File: config.mk
export PLATFORM = sky130hd
export DESIGN_NAME = link_status_poller
export DESIGN_NICKNAME = d
export VERILOG_FILES = /design/src/rtl/lsp_pkg.sv /design/src/rtl/lsp_sequencer.sv /design/src/rtl/lsp_irq_regs.sv /design/src/rtl/lsp_err_status.sv /design/src/rtl/link_status_poller.sv
export SDC_FILE = /design/constraint.sdc
export NUM_CORES = 1
export LEC_CHECK = 0
export BUFFER_PORTS_ARGS = -buffer_cell sky130_fd_sc_hd__buf_2
export CAP_MARGIN = 20
export CORE_UTILIZATION = 36
export CTS_CLUSTER_DIAMETER = 200
export CTS_CLUSTER_SIZE = 16
export DETAILED_ROUTE_END_ITERATION = 7
export PLACE_DENSITY = 0.78
export SYNTH_ARGS = -nofsm -noshare
export SYNTH_HDL_FRONTEND = slang
export SYNTH_SLANG_ARGS = --single-unit
File: constraint.sdc
create_clock -name clk -period 1.5 [get_ports clk]
set_input_delay 0.3 -clock clk [delete_from_list [all_inputs] [get_ports clk]]
set_output_delay 0.3 -clock clk [all_outputs]
set_load 0.005 [all_outputs]
File: src/rtl/lsp_pkg.sv
package lsp_pkg;

    localparam int SIZE_W   = 10;
    localparam int STAT_W   = 16;
    localparam int IWORD_W  = 32;
    localparam int ERR_W    = 16;
    localparam int ERRIN_W  = 4;

    // raw status word layout
    localparam int ST_SIZE_LSB  = 0;
    localparam int ST_READY     = 10;
    localparam int ST_REAUTH    = 11;
    localparam int SHORT_W      = 8;

    // interrupt word layout
    localparam int IW_SZ_EN     = 31;
    localparam int IW_SZ_ACK    = 30;
    localparam int IW_SZ_LSB    = 20;
    localparam int IW_RDY_EN    = 18;
    localparam int IW_RDY_ACK   = 17;
    localparam int IW_RDY_ONE   = 16;
    localparam int IW_RDY_ZERO  = 15;
    localparam int IW_RA_EN     = 14;
    localparam int IW_RA_ACK    = 13;
    localparam int IW_RA_FLAG   = 12;
    localparam int IW_FL_EN     = 10;
    localparam int IW_FL_ACK    = 9;
    localparam int IW_FL_FLAG   = 8;
    localparam int IW_DN_EN     = 6;
    localparam int IW_DN_ACK    = 5;
    localparam int IW_DN_FLAG   = 4;
    localparam int IW_RQ_EN     = 2;
    localparam int IW_RQ_ACK    = 1;
    localparam int IW_RQ_FLAG   = 0;

    // error word layout
    localparam int EW_NACK0     = 12;
    localparam int EW_NACK1     = 14;
    localparam int EW_TMO       = 4;
    localparam int EW_ABORT     = 8;

    typedef enum logic [1:0] {
        MODE_OFF   = 2'd0,
        MODE_AUTH  = 2'd1,
        MODE_FORCE = 2'd2,
        MODE_TRIG  = 2'd3
    } poll_mode_e;

    typedef enum logic [1:0] {
        SQ_IDLE,
        SQ_REQ,
        SQ_WAIT,
        SQ_GAP
    } seq_state_e;

    typedef struct packed {
        seq_state_e st;
    } seq_regs_t;

    typedef struct packed {
        logic [SIZE_W-1:0] size;
        logic              rdy_one;
        logic              rdy_zero;
        logic              reauth;
        logic              fail;
        logic              done;
        logic              req;
        logic              en_size;
        logic [1:0]        en_rdy;
        logic              en_reauth;
        logic              en_fail;
        logic              en_done;
        logic              en_req;
    } irq_regs_t;

endpackage

File: src/rtl/lsp_sequencer.sv
module lsp_sequencer
    import lsp_pkg::*;
(
    input  logic       clk,
    input  logic       rst_n,
    input  logic [1:0] mode_i,
    input  logic       link_authed_i,
    input  logic       sw_trig_i,
    input  logic       timer_tick_i,
    input  logic       field_irq_i,
    input  logic       ddc_accept_i,
    input  logic       ddc_done_i,
    output logic       ddc_req_o,
    output logic       req_fire_o,
    output logic       rd_done_o
);

    seq_regs_t seq_d, seq_q;
    poll_mode_e mode;

    assign mode = poll_mode_e'(mode_i);

    always_comb begin
        seq_d = seq_q;
        case (seq_q.st)
            SQ_IDLE: begin
                case (mode)
                    MODE_AUTH:  if (link_authed_i) seq_d.st = SQ_REQ;
                    MODE_FORCE: seq_d.st = SQ_REQ;
                    MODE_TRIG:  if (sw_trig_i) seq_d.st = SQ_REQ;
                    default:    seq_d.st = SQ_IDLE;
                endcase
            end
            SQ_REQ:  if (ddc_accept_i) seq_d.st = SQ_WAIT;
            SQ_WAIT: if (ddc_done_i) seq_d.st = SQ_GAP;
            SQ_GAP: begin
                case (mode)
                    MODE_AUTH: begin
                        if (!link_authed_i)    seq_d.st = SQ_IDLE;
                        else if (timer_tick_i) seq_d.st = SQ_REQ;
                    end
                    MODE_FORCE: if (timer_tick_i) seq_d.st = SQ_REQ;
                    MODE_TRIG: begin
                        if (field_irq_i)       seq_d.st = SQ_IDLE;
                        else if (timer_tick_i) seq_d.st = SQ_REQ;
                    end
                    default: seq_d.st = SQ_IDLE;
                endcase
            end
            default: seq_d.st = SQ_IDLE;
        endcase
        if (mode == MODE_OFF) seq_d.st = SQ_IDLE;
    end

    always_ff @(posedge clk or negedge rst_n) begin
        if (!rst_n) seq_q <= '{st: SQ_IDLE};
        else        seq_q <= seq_d;
    end

    assign ddc_req_o  = (seq_q.st == SQ_REQ);
    assign req_fire_o = (seq_q.st == SQ_REQ) && ddc_accept_i;
    assign rd_done_o  = (seq_q.st == SQ_WAIT) && ddc_done_i && (mode != MODE_OFF);

    // turning the mode off drops the request on the next cycle
    assert_off_drops_req_R2: assert property (@(posedge clk) disable iff (!rst_n)
        (mode_i == MODE_OFF) |=> !ddc_req_o);

    // an unaccepted request is held
    assert_req_held_R9: assert property (@(posedge clk) disable iff (!rst_n)
        (ddc_req_o && !ddc_accept_i && mode_i != MODE_OFF) |=> ddc_req_o);

    // no request leaves idle in mode 1 without the link flag
    assert_auth_gate_R3: assert property (@(posedge clk) disable iff (!rst_n)
        (seq_q.st == SQ_IDLE && mode_i == MODE_AUTH && !link_authed_i) |=> !ddc_req_o);

    // mode 3 waits for the strobe while idle
    assert_trig_start_R5: assert property (@(posedge clk) disable iff (!rst_n)
        (seq_q.st == SQ_IDLE && mode_i == MODE_TRIG && !sw_trig_i) |=> !ddc_req_o);

endmodule

File: src/rtl/lsp_irq_regs.sv
module lsp_irq_regs
    import lsp_pkg::*;
(
    input  logic               clk,
    input  logic               rst_n,
    input  logic               wr_en_i,
    input  logic [IWORD_W-1:0] wr_data_i,
    input  logic               req_fire_i,
    input  logic               rd_done_i,
    input  logic [STAT_W-1:0]  rd_data_i,
    input  logic [ERRIN_W-1:0] rd_err_i,
    input  logic               full_read_i,
    output logic [IWORD_W-1:0] irq_word_o,
    output logic               field_irq_o,
    output logic               irq_o
);

    irq_regs_t ir_d, ir_q;
    logic      rdy_hit;
    logic      data_unused;

    assign data_unused = ^rd_data_i[STAT_W-1:ST_REAUTH+1];

    always_comb begin
        ir_d = ir_q;
        if (wr_en_i) begin
            ir_d.en_size   = wr_data_i[IW_SZ_EN];
            ir_d.en_rdy    = wr_data_i[IW_RDY_EN +: 2];
            ir_d.en_reauth = wr_data_i[IW_RA_EN];
            ir_d.en_fail   = wr_data_i[IW_FL_EN];
            ir_d.en_done   = wr_data_i[IW_DN_EN];
            ir_d.en_req    = wr_data_i[IW_RQ_EN];
            if (wr_data_i[IW_SZ_ACK])  ir_d.size = '0;
            if (wr_data_i[IW_RDY_ACK]) begin
                ir_d.rdy_one  = 1'b0;
                ir_d.rdy_zero = 1'b0;
            end
            if (wr_data_i[IW_RA_ACK])  ir_d.reauth = 1'b0;
            if (wr_data_i[IW_FL_ACK])  ir_d.fail   = 1'b0;
            if (wr_data_i[IW_DN_ACK])  ir_d.done   = 1'b0;
            if (wr_data_i[IW_RQ_ACK])  ir_d.req    = 1'b0;
        end
        if (req_fire_i) ir_d.req = 1'b1;
        if (rd_done_i) begin
            ir_d.done = 1'b1;
            if (|rd_err_i) begin
                ir_d.fail = 1'b1;
            end else if (full_read_i) begin
                ir_d.size     = rd_data_i[ST_SIZE_LSB +: SIZE_W];
                ir_d.rdy_one  = ir_d.rdy_one  |  rd_data_i[ST_READY];
                ir_d.rdy_zero = ir_d.rdy_zero | ~rd_data_i[ST_READY];
                ir_d.reauth   = ir_d.reauth   |  rd_data_i[ST_REAUTH];
            end else begin
                ir_d.size[SHORT_W-1:0] = rd_data_i[ST_SIZE_LSB +: SHORT_W];
            end
        end
    end

    always_ff @(posedge clk or negedge rst_n) begin
        if (!rst_n) ir_q <= '0;
        else        ir_q <= ir_d;
    end

    always_comb begin
        irq_word_o = '0;
        irq_word_o[IW_SZ_EN]             = ir_q.en_size;
        irq_word_o[IW_SZ_LSB +: SIZE_W]  = ir_q.size;
        irq_word_o[IW_RDY_EN +: 2]       = ir_q.en_rdy;
        irq_word_o[IW_RDY_ONE]           = ir_q.rdy_one;
        irq_word_o[IW_RDY_ZERO]          = ir_q.rdy_zero;
        irq_word_o[IW_RA_EN]             = ir_q.en_reauth;
        irq_word_o[IW_RA_FLAG]           = ir_q.reauth;
        irq_word_o[IW_FL_EN]             = ir_q.en_fail;
        irq_word_o[IW_FL_FLAG]           = ir_q.fail;
        irq_word_o[IW_DN_EN]             = ir_q.en_done;
        irq_word_o[IW_DN_FLAG]           = ir_q.done;
        irq_word_o[IW_RQ_EN]             = ir_q.en_req;
        irq_word_o[IW_RQ_FLAG]           = ir_q.req;
    end

    assign rdy_hit     = (ir_q.en_rdy[0] & ir_q.rdy_one) | (ir_q.en_rdy[1] & ir_q.rdy_zero);
    assign field_irq_o = (ir_q.en_size & (|ir_q.size)) | rdy_hit | (ir_q.en_reauth & ir_q.reauth);
    assign irq_o       = field_irq_o | (ir_q.en_fail & ir_q.fail) |
                         (ir_q.en_done & ir_q.done) | (ir_q.en_req & ir_q.req);

    // an erroring completion raises the failed flag
    assert_fail_flag_R10: assert property (@(posedge clk) disable iff (!rst_n)
        (rd_done_i && (|rd_err_i)) |=> irq_word_o[IW_FL_FLAG]);

    // an erroring completion leaves the size field alone
    assert_fail_keeps_size_R10: assert property (@(posedge clk) disable iff (!rst_n)
        (rd_done_i && (|rd_err_i) && !(wr_en_i && wr_data_i[IW_SZ_ACK]))
        |=> $stable(irq_word_o[IW_SZ_LSB +: SIZE_W]));

    // a good full read lands its size bits in the word
    assert_size_capture_R6: assert property (@(posedge clk) disable iff (!rst_n)
        (rd_done_i && rd_err_i == '0 && full_read_i)
        |=> irq_word_o[IW_SZ_LSB +: SIZE_W] == $past(rd_data_i[ST_SIZE_LSB +: SIZE_W]));

    // acknowledging done without a new completion clears it
    assert_done_ack_R9: assert property (@(posedge clk) disable iff (!rst_n)
        (wr_en_i && wr_data_i[IW_DN_ACK] && !rd_done_i) |=> !irq_word_o[IW_DN_FLAG]);

endmodule

File: src/rtl/lsp_err_status.sv
module lsp_err_status
    import lsp_pkg::*;
(
    input  logic               clk,
    input  logic               rst_n,
    input  logic               rd_done_i,
    input  logic [ERRIN_W-1:0] rd_err_i,
    output logic [ERR_W-1:0]   err_word_o
);

    logic [ERR_W-1:0] err_d, err_q;

    always_comb begin
        err_d = err_q;
        if (rd_done_i) begin
            err_d = '0;
            err_d[EW_NACK0] = rd_err_i[0];
            err_d[EW_NACK1] = rd_err_i[1];
            err_d[EW_TMO]   = rd_err_i[2];
            err_d[EW_ABORT] = rd_err_i[3];
        end
    end

    always_ff @(posedge clk or negedge rst_n) begin
        if (!rst_n) err_q <= '0;
        else        err_q <= err_d;
    end

    assign err_word_o = err_q;

    // the error word changes only at a completion
    assert_err_stable_R10: assert property (@(posedge clk) disable iff (!rst_n)
        !rd_done_i |=> $stable(err_word_o));

endmodule

File: src/rtl/link_status_poller.sv
module link_status_poller
    import lsp_pkg::*;
(
    input  logic               clk,
    input  logic               rst_n,
    input  logic [1:0]         poll_mode,
    input  logic               full_read,
    input  logic               link_authed,
    input  logic               sw_trig,
    input  logic               timer_tick,
    input  logic               irq_wr_en,
    input  logic [IWORD_W-1:0] irq_wr_data,
    output logic [IWORD_W-1:0] irq_word,
    output logic               irq,
    output logic [ERR_W-1:0]   err_word,
    output logic               ddc_req,
    output logic               ddc_two_byte,
    input  logic               ddc_accept,
    input  logic               ddc_done,
    input  logic [STAT_W-1:0]  ddc_rdata,
    input  logic [ERRIN_W-1:0] ddc_err
);

    logic req_fire;
    logic rd_done;
    logic field_irq;

    lsp_sequencer u_seq (
        .clk           (clk),
        .rst_n         (rst_n),
        .mode_i        (poll_mode),
        .link_authed_i (link_authed),
        .sw_trig_i     (sw_trig),
        .timer_tick_i  (timer_tick),
        .field_irq_i   (field_irq),
        .ddc_accept_i  (ddc_accept),
        .ddc_done_i    (ddc_done),
        .ddc_req_o     (ddc_req),
        .req_fire_o    (req_fire),
        .rd_done_o     (rd_done)
    );

    lsp_irq_regs u_irq (
        .clk         (clk),
        .rst_n       (rst_n),
        .wr_en_i     (irq_wr_en),
        .wr_data_i   (irq_wr_data),
        .req_fire_i  (req_fire),
        .rd_done_i   (rd_done),
        .rd_data_i   (ddc_rdata),
        .rd_err_i    (ddc_err),
        .full_read_i (full_read),
        .irq_word_o  (irq_word),
        .field_irq_o (field_irq),
        .irq_o       (irq)
    );

    lsp_err_status u_err (
        .clk        (clk),
        .rst_n      (rst_n),
        .rd_done_i  (rd_done),
        .rd_err_i   (ddc_err),
        .err_word_o (err_word)
    );

    assign ddc_two_byte = full_read;

endmodule

==> results of run 1 <==
[final cells by class]
cell class | instances | area [sq um] | area share
multi-input cells | 102 | 659.4 | 0.3281
well taps | 48 | 60.06 | 0.02989
inverters | 3 | 11.26 | 0.005604
clock inverters | 2 | 10.01 | 0.004981
flip-flops and latches | 29 | 725.7 | 0.3611
clock buffers | 6 | 72.57 | 0.03611
repair buffers | 84 | 470.5 | 0.2341
[stage by stage]
| stage | setup TNS [ps] | utilization | instances | setup slack (ps) | hold slack (ps) |
|---|---|---|---|---|---|
| 2_1_floorplan | -428.3 | - | 159 | -169.6 | 4.409 |
| 5_1_grt | -1246 | 0.5290 | 274 | -693.8 | 79.72 |
| 6_report | -992.1 | 0.5290 | 274 | -597.1 | 34.29 |
| 4_1_cts | -1079 | 0.5267 | 274 | -618.7 | 56.34 |
| 3_3_place_gp | -2583 | 0.5020 | 266 | -310.8 | 349.6 |
| 3_5_place_dp | -2508 | 0.5020 | 266 | -308.5 | 358.7 |
[flip-flops by register name, summed over array words and instances (netlist names)]
name and cells:
u_irq.irq_word_o 23, u_seq.seq_q 2, u_err.err_word_o 4
[logic make-up (layout without fill, tap and decap cells)]
group,after synthesis,count (layout),synth area share
AO/OA/AOI/OAI,28,28,0.1506
buffers and inverters,28,95,0.1320
flip-flops,29,29,0.4907
multiplexers,12,12,0.09053
other,1,21,0.002536
AND/OR/NAND/NOR,41,41,0.1337
[path summary, 6_finish.rpt]
| path | slack, ps | endpoint |
|---|---|---|
| worst max-delay path | -600 | irq |
| worst min-delay path | 30 | u_err.err_word_o[14]$_DFFE_PN0P_ |
| worst max register to register | -220 | u_seq.seq_q[0]$_DFFE_PN0P_ |
| worst min register to register | 480 | u_err.err_word_o[8]$_DFFE_PN0P_ |
| max in group asynchronous | 1060 | u_irq.irq_word_o[15]$_DFF_PN0_ |
| min in group clk | 220 | u_irq.irq_word_o[15]$_DFF_PN0_ |
[cells in the mapped netlist, types with 2 or more instances]
library cell	number
mux2_1	9
a222oi_1	2
nand2_1	25
nor2b_1	2
inv_1	3
mux2_2	2
a21oi_1	2
buf_4	24
a31o_1	2
o21ai_1	9
dfrtp_1	29
and3_1	2
nor2_1	3
a32o_1	2
or4_1	2
a21o_1	2
[critical path, cell delays in order (launching register included)]
cell,delay (ps)
dfrtp_1,370
or4_4,540
o41ai_4,320
nand3_1,130
buf_2,150
[report_power, final]
part           switching (W)  total, W  internal, W
combinational       0.000297  0.000648     0.000351
clock               0.000268  0.000588     0.000320
sequential          0.000100   0.00103     0.000928
[metal layers]
layer | global-route usage | vias up | routed length, microns
met5 | 0 | - | 0
met4 | 0.07979 | 0 | 43
met3 | 0.04138 | 7 | 209
met2 | 0.2513 | 53 | 1529
met1 | 0.1778 | 591 | 1324
li1 | - | 619 | -
[what timing repair did]
item                                    CTS  global route
setup buffers                             1             0
gates resized for setup                   2             2
pin swaps                                 2             1
endpoints found under the setup margin    3             4
cloned                                    0             0
==> results.cfg, run 1 <==
[critical_path]
startpoint_type = flop
reg2reg_depth = 5
cp.arrival_ps = 1800
worstPathMaxFanout = 2
r2r_start = u_irq.irq_word_o[21]$_DFF_PN0_
path_class = reg -> out
cp_data_required_time_ps = 1200
cp-startpoint = u_irq.irq_word_o[21]$_DFF_PN0_
endpoint_kind = output pin

[floorplanning]
die_y_microns = 66.10
num_rows = 22
ios = 114
die_area_sq_um = 4369
start_util = 0.3893
core_sq_um = 3799
fp.dieW_microns = 66.10

[drt]
dr.first_iter.drc_count = 46
drc = 0
wl_per_cell_microns = 11.33
drt-total-wl_mm = 3.105
firstDrtPassIters = 4
dr_total_vias = 1270
vias_per_cell = 4.635
ant_nets = 0

[timing]
fmax_mhz = 476.9
setup_ws_ps = -597.1
fin_crit_sh = 1.398
setup_violations = 3
final_max_slew_viol_count = 0
fin_skew_ps = 3.318
hold_violations = 0
rsz0062_at_grt = true
worst_pin_slew_ps = 615.2
relSlewSlack = 0.5899
fin_crit_ps = 2097

[global_route]
gr-total-overflow = 0
grt_pass1_wl_mm = 4.892
first_global_vias = 1137
grtUsageTotal = 0.1517
grt_max_degree = 30
grt_antenna_before_repair = 0

[synthesis]
synth_flop_cell = dfrtp_1
ys_types = 35
synth.top_cell.area_share = 0.4907
syn-instance-count = 139
synth-seq-cells = 29
synth_edf_count = 0
yosysTopAreaCell = dfrtp_1
synth_warnings = 0
async_reset_ff_frac = 1.000
synthesis.area_sq_um = 1479
avgSynthCellArea_sq_um = 10.64
synthTopCellsByArea = dfrtp_1 49%, buf_4 12%, mux2_1 6.9%
ys_seq_area_frac = 0.4907

[placed_design]
dpl.hpwl_mm = 2.512
port_buffers = 69
place_congestion = 0.7403
place_area_sq_um = 1907

[layout]
num_antenna_cells = 0
fin_area_sq_um = 2009
fill_cells = 361
final_nets = 288
mostFrequentLayoutCells = 69 x buf_2, 29 x dfrtp_1, 24 x nand2_1
drive_gt1_frac = 0.4602
syn2layout_area_growth_pct = 35.87
final_common_cell = buf_2

[clock_tree]
clkLatencyLatePin_ps = 270
htreeDepth = 2
clock_tree.root_cell = clkbuf_8
cts_made_buffers = 5
clock_sinks = 29
clockBufferDepth = 2
holdBufCountCts = 0
path_clk_slew_ps = 60
cts_tree = done

[run_status]
violations = setup timing
status = finished with violations

[pwr]
power_w = 0.002265
vdd_drop_max_uv = 536.4
power_leakage_nw = 1.086
powerDensity_nw_per_um2 = 1127

[job]
max-cap-violations = 0

[hold_path]
hp-class = in -> async
No activity file was read; power rests on OpenSTA's default activity.
==> run 2, diff against run 1 <==
--- a/config.mk
+++ b/config.mk
@@ -12,6 +12,7 @@
 export CTS_CLUSTER_SIZE = 16
 export DETAILED_ROUTE_END_ITERATION = 7
 export PLACE_DENSITY = 0.78
+export RECOVER_POWER = 25
 export SYNTH_ARGS = -nofsm -noshare
 export SYNTH_HDL_FRONTEND = slang
 export SYNTH_SLANG_ARGS = --single-unit
==> run 2 against run 1 <==
Compared with the run above: cell count did not move; core utilization did not move; the flow still finishes with violations (setup timing); worst hold slack improved by 22 ps; first-iteration DRC count did not move; critical path type unchanged; highest routed layer unchanged; flip-flop and latch count did not move; register-to-register slack barely moved; sequential power barely moved; clock power barely moved; routed wire length barely moved; sequential share of layout area did not move; clock skew did not move.
==> results.cfg, run 2 (synthesis gave the netlist of run 1 again) <==
[floorplanning]
die_y_microns = 66.10
ios = 114
die_area_sq_um = 4369
start_util = 0.3893
fp.dieW_microns = 66.10
num_rows = 22
core_sq_um = 3799

[clock_tree]
path_clk_slew_ps = 60
clock_sinks = 29
clockBufferDepth = 2
cts_made_buffers = 5
clock_tree.root_cell = clkbuf_8
holdBufCountCts = 0
cts_tree = done
htreeDepth = 2
clkLatencyLatePin_ps = 270

[global_route]
grt_max_degree = 30
grt_pass1_wl_mm = 4.892
first_global_vias = 1137
grt_antenna_before_repair = 0
grtUsageTotal = 0.1517
gr-total-overflow = 0

[drt]
ant_nets = 0
drc = 0
wl_per_cell_microns = 11.33
dr_total_vias = 1270
vias_per_cell = 4.635
firstDrtPassIters = 4
drt-total-wl_mm = 3.104
dr.first_iter.drc_count = 46

[pwr]
vdd_drop_max_uv = 536.4
pwr-share-seq = 0.454
power_leakage_nw = 1.086
switching_share = 0.2941
powerDensity_nw_per_um2 = 1127
combPwrFrac = 0.286
switchingPower_w = 0.0006660
internal_power_w = 0.001599
pwr-share-clk = 0.260

[timing]
relSlewSlack = 0.5391
hold_violations = 0
fmax_mhz = 476.9
setup_ws_ps = -597.1
worst_pin_slew_ps = 691.4
setup_violations = 3
fin_crit_ps = 2097
fin_skew_ps = 3.318
final_max_slew_viol_count = 0
rsz0062_at_grt = true
fin_crit_sh = 1.398

[critical_path]
cp_slowest_stage_delay_ps = 540
reg2reg_depth = 5
critPathBufInv = 1
endpoint_kind = output pin
rrSetupSlack_ps = -220
r2r_start = u_irq.irq_word_o[21]$_DFF_PN0_
path_class = reg -> out
worstPathMaxFanout = 2
cp.arrival_ps = 1800
path_depth = 4
crit_path_end = irq
cp_data_required_time_ps = 1200
startpoint_type = flop
cp-startpoint = u_irq.irq_word_o[21]$_DFF_PN0_
reg2reg_to = u_seq.seq_q[0]$_DFFE_PN0P_
slowest_stage = or4_4
cp_top_family = simple AND/OR/NAND/NOR gates
worstPathCellList = or4_4 > o41ai_4 > nand3_1 > buf_2

[layout]
num_antenna_cells = 0
largest_reg_flops = 23
drive_gt1_frac = 0.4602
layoutNonFillerInstCount = 274
fill_cells = 361
syn2layout_area_growth_pct = 35.87
mostFrequentLayoutCells = 68 x buf_2, 29 x dfrtp_1, 24 x nand2_1
final_nets = 288
final_common_cell = buf_2
fin_area_sq_um = 2009

[hold_path]
hp-class = in -> async

[run_status]
violations = setup timing
status = finished with violations

[placed_design]
dpl.hpwl_mm = 2.512
dp_cells = 266
port_buffers = 69
place_congestion = 0.7403
place_area_sq_um = 1907

[job]
max-cap-violations = 0
run 2: cell count changes in the layout (fill, tap and decap cells not counted), sizes merged:
cell	before	now
clkbuf	6	7
buf	84	83
run 2: repair_timing:
item | CTS | global route
gates resized for setup | 2 | 2
setup endpoints to repair | 3 | 4
pin swaps | 2 | 1
buffers inserted | 1 | 0
run 2: layout make-up:
cell class / count / area [sq um] / area share
timing repair buffer: 84 / 470.5 / 0.2341
sequential: 29 / 725.7 / 0.3611
clock buffer: 6 / 72.57 / 0.03611
inverter: 3 / 11.26 / 0.005604
tap: 48 / 60.06 / 0.02989
multi-input combinational: 102 / 659.4 / 0.3281
clock inverter: 2 / 10.01 / 0.004981
run 2: routing by layer:
metal,vias to the layer above,part of all wire,GRT usage
li1,619,-,-
met1,591,0.43,0.1778
met2,53,0.49,0.2513
met3,7,0.067,0.04138
met4,0,0.014,0.07979
met5,-,0,0
run 2: worst min path at each step:
| stage | cells after the start | slack [ps] | startpoint | to |
|---|---|---|---|---|
| 2_1_floorplan | 0 | 4 | rst_n | u_err.err_word_o[12]$_DFFE_PN0P_ |
| 5_1_grt | 1 | 110 | rst_n | u_irq.irq_word_o[28]$_DFF_PN0_ |
| 4_1_cts | 1 | 60 | rst_n | u_err.err_word_o[14]$_DFFE_PN0P_ |
| 3_5_place_dp | 1 | 360 | rst_n | u_err.err_word_o[14]$_DFFE_PN0P_ |
| 6_report | 1 | 60 | rst_n | u_err.err_word_o[14]$_DFFE_PN0P_ |
| 3_3_place_gp | 1 | 350 | rst_n | u_err.err_word_o[14]$_DFFE_PN0P_ |
run 2: metrics by stage:
step | hold WS, ps | setup slack (ps) | power (W) | TNS [ps] | utilization
final | 55.80 | -597.1 | 0.002265 | -992.1 | 0.5290
after global routing | 108.7 | -693.8 | 0.002417 | -1246 | 0.5290
after CTS | 56.34 | -618.7 | 0.002282 | -1079 | 0.5267
after detailed placement | 358.7 | -308.5 | 0.001682 | -2508 | 0.5020
after global placement | 349.6 | -310.8 | 0.001660 | -2583 | 0.5020
after floorplan | 4.409 | -169.6 | 0.001398 | -428.3 | -
run 2: power by group through the flow:
stage / registers (W) / clock network [W] / logic, W
after floorplan: 0.00105 / 0 / 0.000350
after global placement: 0.00104 / 0 / 0.000623
after detailed placement: 0.00104 / 0 / 0.000641
after CTS: 0.00103 / 0.000609 / 0.000646
after global routing: 0.00105 / 0.000642 / 0.000727
final: 0.00103 / 0.000588 / 0.000648
==> run 3, diff against run 2 <==
--- a/config.mk
+++ b/config.mk
@@ -16,3 +16,4 @@
 export SYNTH_ARGS = -nofsm -noshare
 export SYNTH_HDL_FRONTEND = slang
 export SYNTH_SLANG_ARGS = --single-unit
+export TNS_END_PERCENT = 5
==> run 3 against run 2 <==
Compared with the run above: the flow still finishes with violations (setup timing); core utilization increased by 0.89 points; design area is 1.7% higher; non-clock buffer count grew 5; worst hold slack better by 8.0 ps; sequential power is essentially flat; critical path type unchanged; die area stayed put; clock power up 16%; cell count is 1.8% higher; worst setup slack better by 18 ps; largest cell class unchanged; flip-flop and latch count unchanged.
==> results.cfg, run 3 (synthesis gave the netlist of run 1 again) <==
[run_status]
status = finished with violations
violations = setup timing

[global_route]
busiest_layer = met2
grtUsageTotal = 0.1671
grt_max_degree = 30
use_met1 = 0.1874
grtUsageMet3 = 0.03793
gr-total-overflow = 0
grt_antenna_before_repair = 0
use_met2 = 0.2959
grt_pass1_wl_mm = 5.485
first_global_vias = 1277

[critical_path]
worstPathMaxFanout = 2
cp.arrival_ps = 1780
cp_data_required_time_ps = 1200
endpoint_kind = output pin
path_class = reg -> out
cp-startpoint = u_irq.irq_word_o[20]$_DFF_PN0_
r2r_start = u_irq.irq_word_o[20]$_DFF_PN0_
startpoint_type = flop

[job]
max-cap-violations = 0

[timing]
rsz0062_at_grt = true
setup_ws_ps = -578.9
fin_hold_ws_ps = 63.78
fin_skew_ps = 4.785
final_max_slew_viol_count = 0
fmax_mhz = 481.0
worst_pin_slew_ps = 707.0
setup_violations = 3
relSlewSlack = 0.5287
hold_violations = 0
fin_crit_ps = 2079
fin_crit_sh = 1.386

[layout]
final_common_cell = buf_2
final_nets = 293
drive_gt1_frac = 0.4675
multiInputGateArea_sq_um = 645.6
fill_cells = 359
num_antenna_cells = 0
syn2layout_area_growth_pct = 38.16
seqCellArea_sq_um = 725.7
mostFrequentLayoutCells = 68 x buf_2, 29 x dfrtp_1, 25 x nand2_1
largest_reg_flops = 23

[drt]
drc = 0
dr_total_vias = 1302
ant_nets = 0
dr.first_iter.drc_count = 43
wl_per_cell_microns = 11.94
drt-total-wl_mm = 3.332
firstDrtPassIters = 5
vias_per_cell = 4.667

[pwr]
pwr-share-seq = 0.435
combPwrFrac = 0.277
power_leakage_nw = 1.118
power_w = 0.002371
vdd_drop_max_uv = 574.3
internal_power_w = 0.001694
powerDensity_nw_per_um2 = 1161
pwr-share-clk = 0.288
switchingPower_w = 0.0006769
switching_share = 0.2854

[floorplanning]
num_rows = 22
die_area_sq_um = 4369
die_y_microns = 66.10
core_sq_um = 3799
ios = 114
fp.dieW_microns = 66.10
start_util = 0.3893

[clock_tree]
cts_made_buffers = 5
clock_tree.root_cell = clkbuf_8
htreeDepth = 2
path_clk_slew_ps = 60
cts_tree = done
clock_sinks = 29
clkLatencyLatePin_ps = 270
clockBufferDepth = 2

[placed_design]
port_buffers = 69
place_congestion = 0.7274
dpl.hpwl_mm = 2.663

[hold_path]
hp-class = in -> async
==> run 3: changes by cell type in the layout (fill, tap and decap cells not counted) <==
cell | before | now
buf_6 | 0 | 1
buf_12 | 1 | 0
buf_4 | 14 | 19
a21oi_2 | 0 | 1
clkbuf_1 | 1 | 0
a21oi_4 | 1 | 0
or4_4 | 3 | 2
clkinv_2 | 2 | 1
or4_1 | 0 | 1
nand2_1 | 24 | 25
nand2_2 | 1 | 0
clkbuf_8 | 5 | 7
==> run 3: area by class of cell <==
class,count,area share
Clock inverter,1,0.002449
Tap cell,48,0.02939
Inverter,3,0.005511
Multi-Input combinational cell,102,0.3160
Clock buffer,7,0.04715
Sequential cell,29,0.3552
Timing Repair Buffer,89,0.2443
==> run 3: power groups by stage <==
stage	registers (W)	clock network [W]	logic, W
2_1_floorplan	0.00105	0	0.000349
3_3_place_gp	0.00104	0	0.000623
3_5_place_dp	0.00104	0	0.000644
4_1_cts	0.00103	0.000714	0.000648
5_1_grt	0.00105	0.000749	0.000732
6_report	0.00103	0.000683	0.000657
==> run 3: final timing paths <==
kind,endpoint,slack [ps],depth (start not counted)
worst max-delay path,irq,-580,4
worst min-delay path,u_err.err_word_o[14]$_DFFE_PN0P_,60,1
worst max register to register,u_seq.seq_q[0]$_DFFE_PN0P_,-230,5
worst min register to register,u_err.err_word_o[12]$_DFFE_PN0P_,480,1
max in group asynchronous,u_irq.irq_word_o[4]$_DFFE_PN0P_,980,1
min in group clk,u_irq.irq_word_o[15]$_DFF_PN0_,210,2
==> run 3: timing repair <==
action | CTS | global route
setup endpoints to repair | 3 | 8
buffers inserted | 2 | 1
gates resized for setup | 1 | 3
hold buffers | 0 | 0
pin swaps | 5 | 3
gates cloned | 0 | 0
==> run 3: layer usage <==
| metal | routed length, microns | vias to the layer above | share of wire |
|---|---|---|---|
| li1 | - | 628 | - |
| met1 | 1322 | 615 | 0.40 |
| met2 | 1744 | 54 | 0.52 |
| met3 | 211 | 5 | 0.063 |
| met4 | 53 | 0 | 0.016 |
| met5 | 0 | - | 0 |
==> run 3: stage by stage <==
stage	std cells	worst slack, ps	cell area [sq um]	TNS, ps	util
after floorplan	159	-174.8	1554	-537.9	-
after global placement	268	-278.0	1903	-2876	0.5010
after detailed placement	268	-311.2	1903	-2735	0.5010
after CTS	278	-599.4	2023	-1025	0.5326
after global routing	279	-667.0	2043	-1235	0.5379
final	279	-578.9	2043	-988.2	0.5379
==> run 3: worst max-delay path: stages, from the launching register on <==
cell and delay (ps):
dfrtp_1 370, or4_4 550, o41ai_4 320, nand3_1 120, buf_2 150
